`src/rtl/acs_pkg.sv`:
```
package acs_pkg;

    localparam int SLOT_CNT  = 16;
    localparam int SLOT_W    = 4;
    localparam int ID_W      = 8;
    localparam int ID_BASE   = 3;
    localparam int LEN_VALUE = 18;

    typedef enum logic [2:0] {
        ST_IDLE,
        ST_SEND,
        ST_WAIT,
        ST_STORE,
        ST_HDR_LEN,
        ST_HDR_LO,
        ST_HDR_HI
    } scan_state_e;

    typedef enum logic [1:0] {
        OC_NONE,
        OC_VALID,
        OC_CRC
    } outcome_e;

    typedef struct packed {
        outcome_e        oc;
        logic [ID_W-1:0] id;
    } slot_res_t;

    function automatic slot_res_t classify(input logic answered,
                                           input logic crc_ok,
                                           input logic [ID_W-1:0] id);
        slot_res_t r;
        if (!answered) begin
            r.oc = OC_NONE;
            r.id = '0;
        end else if (crc_ok) begin
            r.oc = OC_VALID;
            r.id = id;
        end else begin
            r.oc = OC_CRC;
            r.id = '1;
        end
        return r;
    endfunction

    function automatic logic [7:0] slot_cmd(input logic [SLOT_W-1:0] slot,
                                            input logic [7:0] call_opc,
                                            input logic [3:0] mark_nib);
        return (slot == '0) ? call_opc : {slot, mark_nib};
    endfunction

    function automatic int max_of4(input int a, input int b, input int c, input int d);
        int m;
        m = a;
        if (b > m) m = b;
        if (c > m) m = c;
        if (d > m) m = d;
        return m;
    endfunction

endpackage

```
`src/rtl/acs_wdog.sv`:
```
module acs_wdog #(
    parameter int LIM0  = 12,
    parameter int LIM1  = 20,
    parameter int LIM2  = 28,
    parameter int LIM3  = 36,
    parameter int CNT_W = 6
) (
    input  logic       clk,
    input  logic       rst,
    input  logic       clr,
    input  logic       run,
    input  logic [1:0] sel,
    output logic       expired
);
    logic [CNT_W-1:0] cnt;
    logic [CNT_W-1:0] last_val;

    always_comb begin
        case (sel)
            2'd0:    last_val = CNT_W'(LIM0 - 1);
            2'd1:    last_val = CNT_W'(LIM1 - 1);
            2'd2:    last_val = CNT_W'(LIM2 - 1);
            default: last_val = CNT_W'(LIM3 - 1);
        endcase
    end

    always_ff @(posedge clk) begin
        if (rst || clr)
            cnt <= '0;
        else if (run && cnt != last_val)
            cnt <= cnt + 1'b1;
    end

    assign expired = run && (cnt == last_val);
endmodule

```
`src/rtl/acs_slot_ctr.sv`:
```
module acs_slot_ctr
    import acs_pkg::*;
(
    input  logic              clk,
    input  logic              rst,
    input  logic              clr,
    input  logic              adv,
    output logic [SLOT_W-1:0] slot,
    output logic              last
);
    always_ff @(posedge clk) begin
        if (rst || clr)
            slot <= '0;
        else if (adv)
            slot <= slot + 1'b1;
    end

    assign last = (slot == SLOT_W'(SLOT_CNT - 1));
endmodule

```
`src/rtl/acs_status_reg.sv`:
```
module acs_status_reg
    import acs_pkg::*;
(
    input  logic                clk,
    input  logic                rst,
    input  logic                clr,
    input  logic                set_en,
    input  logic [SLOT_W-1:0]   slot,
    input  logic                ok,
    output logic [SLOT_CNT-1:0] status
);
    for (genvar g = 0; g < SLOT_CNT; g++) begin : g_bit
        always_ff @(posedge clk) begin
            if (rst || clr)
                status[g] <= 1'b0;
            else if (set_en && slot == SLOT_W'(g))
                status[g] <= ok;
        end
    end
endmodule

```
`src/rtl/acs_slot_scan.sv`:
```
module acs_slot_scan
    import acs_pkg::*;
#(
    parameter logic [7:0] CALL_OPC = 8'h06,
    parameter logic [3:0] MARK_NIB = 4'h6,
    parameter int         LIM0     = 12,
    parameter int         LIM1     = 20,
    parameter int         LIM2     = 28,
    parameter int         LIM3     = 36,
    parameter int         ADDR_W   = 5
) (
    input  logic            clk,
    input  logic            rst,
    input  logic            scan_start,
    input  logic            xchg_busy,
    input  logic [1:0]      wdg_sel,
    output logic            tx_req,
    output logic [7:0]      tx_cmd,
    input  logic            rx_valid,
    input  logic            rx_crc_ok,
    input  logic [ID_W-1:0] rx_id,
    output logic            buf_we,
    output logic [ADDR_W-1:0] buf_addr,
    output logic [7:0]      buf_wdata,
    output logic            busy,
    output logic            done
);
    localparam int MAX_LIM = max_of4(LIM0, LIM1, LIM2, LIM3);
    localparam int CNT_W   = $clog2(MAX_LIM + 1);

    scan_state_e          st, st_n;
    slot_res_t            res_q;
    logic [SLOT_W-1:0]    slot;
    logic                 last_slot;
    logic [SLOT_CNT-1:0]  status;
    logic                 wd_exp;
    logic                 launch;

    assign launch = (st == ST_IDLE) && scan_start && !xchg_busy;

    always_ff @(posedge clk) begin
        if (rst) st <= ST_IDLE;
        else     st <= st_n;
    end

    always_comb begin
        st_n = st;
        case (st)
            ST_IDLE:    if (launch) st_n = ST_SEND;
            ST_SEND:    st_n = ST_WAIT;
            ST_WAIT:    if (rx_valid || wd_exp) st_n = ST_STORE;
            ST_STORE:   st_n = last_slot ? ST_HDR_LEN : ST_SEND;
            ST_HDR_LEN: st_n = ST_HDR_LO;
            ST_HDR_LO:  st_n = ST_HDR_HI;
            ST_HDR_HI:  st_n = ST_IDLE;
            default:    st_n = ST_IDLE;
        endcase
    end

    always_ff @(posedge clk) begin
        if (rst)
            res_q <= '{oc: OC_NONE, id: '0};
        else if (st == ST_WAIT) begin
            if (rx_valid)
                res_q <= classify(1'b1, rx_crc_ok, rx_id);
            else if (wd_exp)
                res_q <= classify(1'b0, 1'b0, rx_id);
        end
    end

    acs_wdog #(
        .LIM0(LIM0), .LIM1(LIM1), .LIM2(LIM2), .LIM3(LIM3), .CNT_W(CNT_W)
    ) i_wdog (
        .clk(clk), .rst(rst),
        .clr(st == ST_SEND),
        .run(st == ST_WAIT),
        .sel(wdg_sel),
        .expired(wd_exp)
    );

    acs_slot_ctr i_slot (
        .clk(clk), .rst(rst),
        .clr(launch),
        .adv((st == ST_STORE) && !last_slot),
        .slot(slot),
        .last(last_slot)
    );

    acs_status_reg i_stat (
        .clk(clk), .rst(rst),
        .clr(launch),
        .set_en(st == ST_STORE),
        .slot(slot),
        .ok(res_q.oc == OC_VALID),
        .status(status)
    );

    assign tx_req = (st == ST_SEND);
    assign tx_cmd = slot_cmd(slot, CALL_OPC, MARK_NIB);
    assign busy   = (st != ST_IDLE);
    assign done   = (st == ST_HDR_HI);

    always_comb begin
        buf_we    = 1'b0;
        buf_addr  = '0;
        buf_wdata = '0;
        case (st)
            ST_STORE: begin
                buf_we    = 1'b1;
                buf_addr  = ADDR_W'(ID_BASE) + ADDR_W'(slot);
                buf_wdata = res_q.id;
            end
            ST_HDR_LEN: begin
                buf_we    = 1'b1;
                buf_addr  = ADDR_W'(0);
                buf_wdata = 8'(LEN_VALUE);
            end
            ST_HDR_LO: begin
                buf_we    = 1'b1;
                buf_addr  = ADDR_W'(1);
                buf_wdata = status[7:0];
            end
            ST_HDR_HI: begin
                buf_we    = 1'b1;
                buf_addr  = ADDR_W'(2);
                buf_wdata = status[15:8];
            end
            default: ;
        endcase
    end
endmodule

```
`config.mk`:
```
export PLATFORM = sky130hd
export DESIGN_NAME = acs_slot_scan
export DESIGN_NICKNAME = d
export VERILOG_FILES = /design/src/rtl/acs_pkg.sv /design/src/rtl/acs_wdog.sv /design/src/rtl/acs_slot_ctr.sv /design/src/rtl/acs_status_reg.sv /design/src/rtl/acs_slot_scan.sv
export SDC_FILE = /design/constraint.sdc
export NUM_CORES = 1
export LEC_CHECK = 0
export ABC_AREA = 1
export CORE_MARGIN = 4
export CORE_UTILIZATION = 50
export DETAILED_ROUTE_END_ITERATION = 10
export GPL_TIMING_DRIVEN = 0
export PLACE_DENSITY = 0.77
export SLEW_MARGIN = 20
export SYNTH_ARGS = -nofsm -noshare
export SYNTH_HDL_FRONTEND = slang
export SYNTH_SLANG_ARGS = --single-unit
```
`constraint.sdc`:
```
create_clock -name clk -period 2.6 [get_ports clk]
set_input_delay 0.39 -clock clk [delete_from_list [all_inputs] [get_ports clk]]
set_output_delay 0.39 -clock clk [all_outputs]
set_load 0.02 [all_outputs]
```
Word-level counts from Yosys, hierarchy flattened
Cells that the tools add are included.

Latch bits: 0. Memories kept: 0. Logic and storage cells: 98. Input port bits: 16. Bits in registers: 39. Bits in read-only memories: 0. Bits in writable memories: 0.

Shift-type cells: 0. Div/mod/pow operators: 0. Reduce and logical (&&, ||, !) cells: 34. Add/subtract/negate cells: 3. Eq/ne operators: 28. $mul: 0. Mux-type cells: 12. Order comparisons: 0. Bitwise operators: 0.

Operator list (number): $eq 4x4->1 const B (8); $pmux 8 s4 (1); $mux 10 (3); $logic_and 1x1->1 (21); $pmux 3 s6 (1); $pmux 6 s3 (1); $eq 4x3->1 const B (4); $pmux 5 s3 (1); $eq 3x3->1 const B (3); $mux 3 (3); $eq 4x2->1 const B (2); $mux 8 (1); $add 6x1->6 const B (1); $eq 3x2->1 const B (2); $eq 6x6->1 (1); $ne 6x6->1 (1); $add 2x4->5 const A (1); $add 4x1->4 const B (1); $eq 2x1->1 const B (2); $eq 4x1->1 const B (1); $logic_not 4->1 (1); $reduce_and 2->1 (2); $reduce_or 4->1 (1); $eq 3x1->1 const B (1); other kinds (10) (13).

Logic depth before layout (Yosys ltp)
Depth in word-level cells: 7. Mapped depth: 9. Mapped depth without buffers: 9.

Hierarchy
A second synthesis with hierarchy kept.

Cells, all modules: 377. Area, all modules: 2336.0 um2.

By module, submodules not included: acs_slot_scan (times used 1, area each 987.2 um2, cells each 166); acs_status_reg (times used 1, area each 757.0 um2, cells each 120); acs_wdog (times used 1, area each 415.4 um2, cells each 67); acs_slot_ctr (times used 1, area each 176.4 um2, cells each 24).

Worst setup path after synthesis
Ideal clock, no wire load.

Kind: register -> output. From: reg i_slot.slot[0]. To: out buf_addr[1]. Buffers on the path: 0. Path slack: 917 ps. Cell stages (with the launch flop): 4. Required time: 2210 ps. Arrival time: 1293 ps. Path through: dfxtp_1 -> inv_1 -> ha_1 -> o21ai_0.

Cells in the longest elaborated chain, start to end: 2.

RTL lines: start, declared (line acs_slot_ctr.sv:8) `output logic [SLOT_W-1:0] slot,`; start signal, assigned (line acs_slot_ctr.sv:15) `slot <= slot + 1'b1;`; $add 2x4->5 (line acs_slot_scan.sv:110) `buf_addr = ADDR_W'(ID_BASE) + ADDR_W'(slot);`; $pmux 5 s3 (line acs_slot_scan.sv:107) `case (st)`; end, declared (line acs_slot_scan.sv:23) `output logic [ADDR_W-1:0] buf_addr,`.

No other way between the ends.

Worst setup path after layout
From: reg st[0]. To: out buf_wdata[0].

Cells in the longest elaborated chain, start to end: 2.

RTL lines: start, declared (line acs_slot_scan.sv:31) `scan_state_e st, st_n;`; start signal, assigned (line acs_slot_scan.sv:43) `else st <= st_n;`; $eq 3x3->1 or $eq 3x2->1 (tied branches) (line acs_slot_scan.sv:107); $pmux 8 s4 (*) (line acs_slot_scan.sv:107); end, declared (line acs_slot_scan.sv:24) `output logic [7:0] buf_wdata,`.

Mark *: on every way between the ends. The rest lies on a longest branch, timed or not.

==> flow_summary.ini <==
[worst_setup_path]
cp.arrival_ns = 2.13
cp_data_required_time_ns = 2.21
cp_max_fo = 9
worst_setup_path_start_kind = register
r2r_cells = 8
critPathKind = reg2out
setup.worst_path.end_class = output port

[clocking]
cts_hold_buf = 0
clk_pin_slew_ns = 0.07
cts_tree = built
clock_latency_ns = 0.29
clk_path_buf_depth = 2
cts_buffers = 5
cts_htree_levels = 2
root_buffer = clkbuf_8
cts_sinks = 39

[drt]
drt-pass1-iter-count = 5
post_drt_wl_per_cell_um = 13.37
ant_nets = 0
drt_wl_total_um = 5387
viasPerCell = 5.434
vias = 2190
drc = 0
drt_iter0_drc = 120

[place]
dp.cells = 396
portBuffers = 36
dp_hpwl_um = 4069
placed_cell_area_um2 = 2549
gp_congestion = 0.9246

[synthesis]
synth_edf_count = 0
yosysWarnings = 0
synth.area.top_cells = dfxtp_1 37%, nand2_1 11%, nand3_1 9.7%, a21oi_1 7.6%, o21ai_0 7.1%
synth_ff_type = dfxtp_1
async_flop_share_pct = 0
yosysTopAreaCell = dfxtp_1
ys_ff_latch = 39
netlist_area_um2 = 2118
synthCells = 308
ys_seq_area_share_pct = 36.86
synth_top_area_share_pct = 36.86
syn-mean-instance-area_um2 = 6.878
synthMostInstantiatedCell = nand2_1
ys_types = 27
yosys-top-cells-count = 62 x nand2_1, 41 x nand3_1, 39 x dfxtp_1, 32 x a21oi_1, 32 x inv_1

[timing]
min_period_ns = 2.519
fin_skew_ns = 0.006847
fmax_mhz = 396.9
drv_slew = 0
hold_viol = 0
setup_viol = 0
period_share_pct = 96.90

[power_and_ir_drop]
p_per_area_nw_per_um2 = 475.3
ir_worst_vdd_mv = 0.2717
p_leak_nw = 1.058

[global_route]
grt.overflow.total = 0
grt_start_max_net_pins = 12
grt_pass1_vias = 1976
grt_usage_pct = 20.57
antenna_found_initial = 0
grt_pass1_wl_um = 8618

[final_layout]
diodes = 0
finalInstanceArea_um2 = 2640
final_cells = 403
fin_nets = 376
areaGrowthSynthToFinish_pct = 24.63
drive_above_1_share_pct = 8.215

[floorplan]
dieArea_um2 = 5342
num_rows = 23
io_pins = 41
initial_core_util_pct = 52.20
fp.dieW_um = 73.09
core_um2 = 4058
dieHeight_um = 73.09

[run]
drv_cap = 0

[hold_path]
whs_path_depth = 2
hold_class = reg2reg

[status]
outcome = finished, final reports clean
[power breakdown]
part / internal, mW / leakage (nW) / switching [mW]
logic: 0.0824 / 0.696 / 0.128
clock network: 0.208 / 0.0470 / 0.207
registers: 0.615 / 0.315 / 0.0142
total: 0.905 / 1.06 / 0.350
[layout make-up]
cell class / count / area (um2)
Timing Repair Buffer: 36 / 360.3
Clock buffer: 6 / 82.58
Clock inverter: 1 / 5.005
Inverter: 39 / 150.1
Sequential cell: 39 / 780.7
Buffer: 12 / 76.32
Fill cell: 384 / 1418
Tap cell: 50 / 62.56
Multi-Input combinational cell: 220 / 1122
[worst paths after layout]
| kind | from | endpoint | slack [ns] |
|---|---|---|---|
| max | st[0] | buf_wdata[0] | 0.08 |
| min | i_stat.status[0] | i_stat.status[0] | 0.46 |
| max reg2reg | i_wdog.cnt[0] | res_q[0] | 0.90 |
| min reg2reg | i_stat.status[0] | i_stat.status[0] | 0.46 |
[cell usage in the layout, fill, tap and decap left out, types with 4 or more instances in the layout]
cell type / Yosys / routed
nand2_1: 62 / 62
nand3_1: 41 / 41
dfxtp_1: 39 / 39
clkdlybuf4s50_1: 0 / 36
inv_1: 32 / 32
a21oi_1: 32 / 32
o21ai_0: 30 / 30
nor2_1: 18 / 18
buf_4: 8 / 8
ha_1: 7 / 7
inv_2: 6 / 6
nor3_1: 6 / 6
clkbuf_8: 0 / 6
conb_1: 2 / 4
[worst max-delay path, stage by stage, from the launching register on]
cell	delay (ns)
dfxtp_1	0.31
buf_4	0.16
inv_2	0.12
nand3_1	0.19
clkinvlp_4	0.23
nand2_1	0.07
o211ai_1	0.11
clkdlybuf4s50_1	0.65
[routing by layer]
layer | share of wire [%] | track usage [%] | up-vias
li1 | - | - | 1102
met1 | 45 | 26.87 | 999
met2 | 46 | 32.47 | 76
met3 | 6.5 | 5.234 | 13
met4 | 2.6 | 7.787 | 0
met5 | 0 | 0 | -
[flip-flops by register name, summed over array words and instances (netlist names)]
register / flops
res_q: 10
i_slot.slot: 4
i_wdog.cnt: 6
i_stat.status: 16
st: 3
[per-stage QoR]
step                setup slack [ns]  utilization [%]  total power [mW]   TNS [ns]  hold WS, ns
floorplan                     0.9167                -            0.7800          0       0.4293
global placement              0.4452            62.81            0.8486          0       0.4379
detailed placement            0.4259            62.81            0.8517          0       0.4432
CTS                           0.1040            64.97             1.256          0       0.4535
global route               -0.007741            65.06             1.296  -0.007741       0.4929
finish                       0.08061            65.06             1.255          0       0.4570
[what timing repair did]
action	in CTS	in global routing
setup buffers	0	0
resized for setup	0	1
setup endpoints to repair	0	1
[kinds of logic (layout without fill, tap and decap cells)]
| family | after synthesis | after routing | share of synthesized area, % |
|---|---|---|---|
| flip-flops | 39 | 39 | 36.86 |
| AND/OR/NAND/NOR | 139 | 139 | 30.66 |
| AO/OA/AOI/OAI | 68 | 68 | 16.66 |
| XOR/XNOR | 2 | 2 | 0.8271 |
| other | 2 | 4 | 0.3545 |
| adder cells (fa/ha/maj) | 7 | 7 | 4.134 |
| buffers and inverters | 51 | 94 | 10.51 |
(Power assumes the default switching activity.)
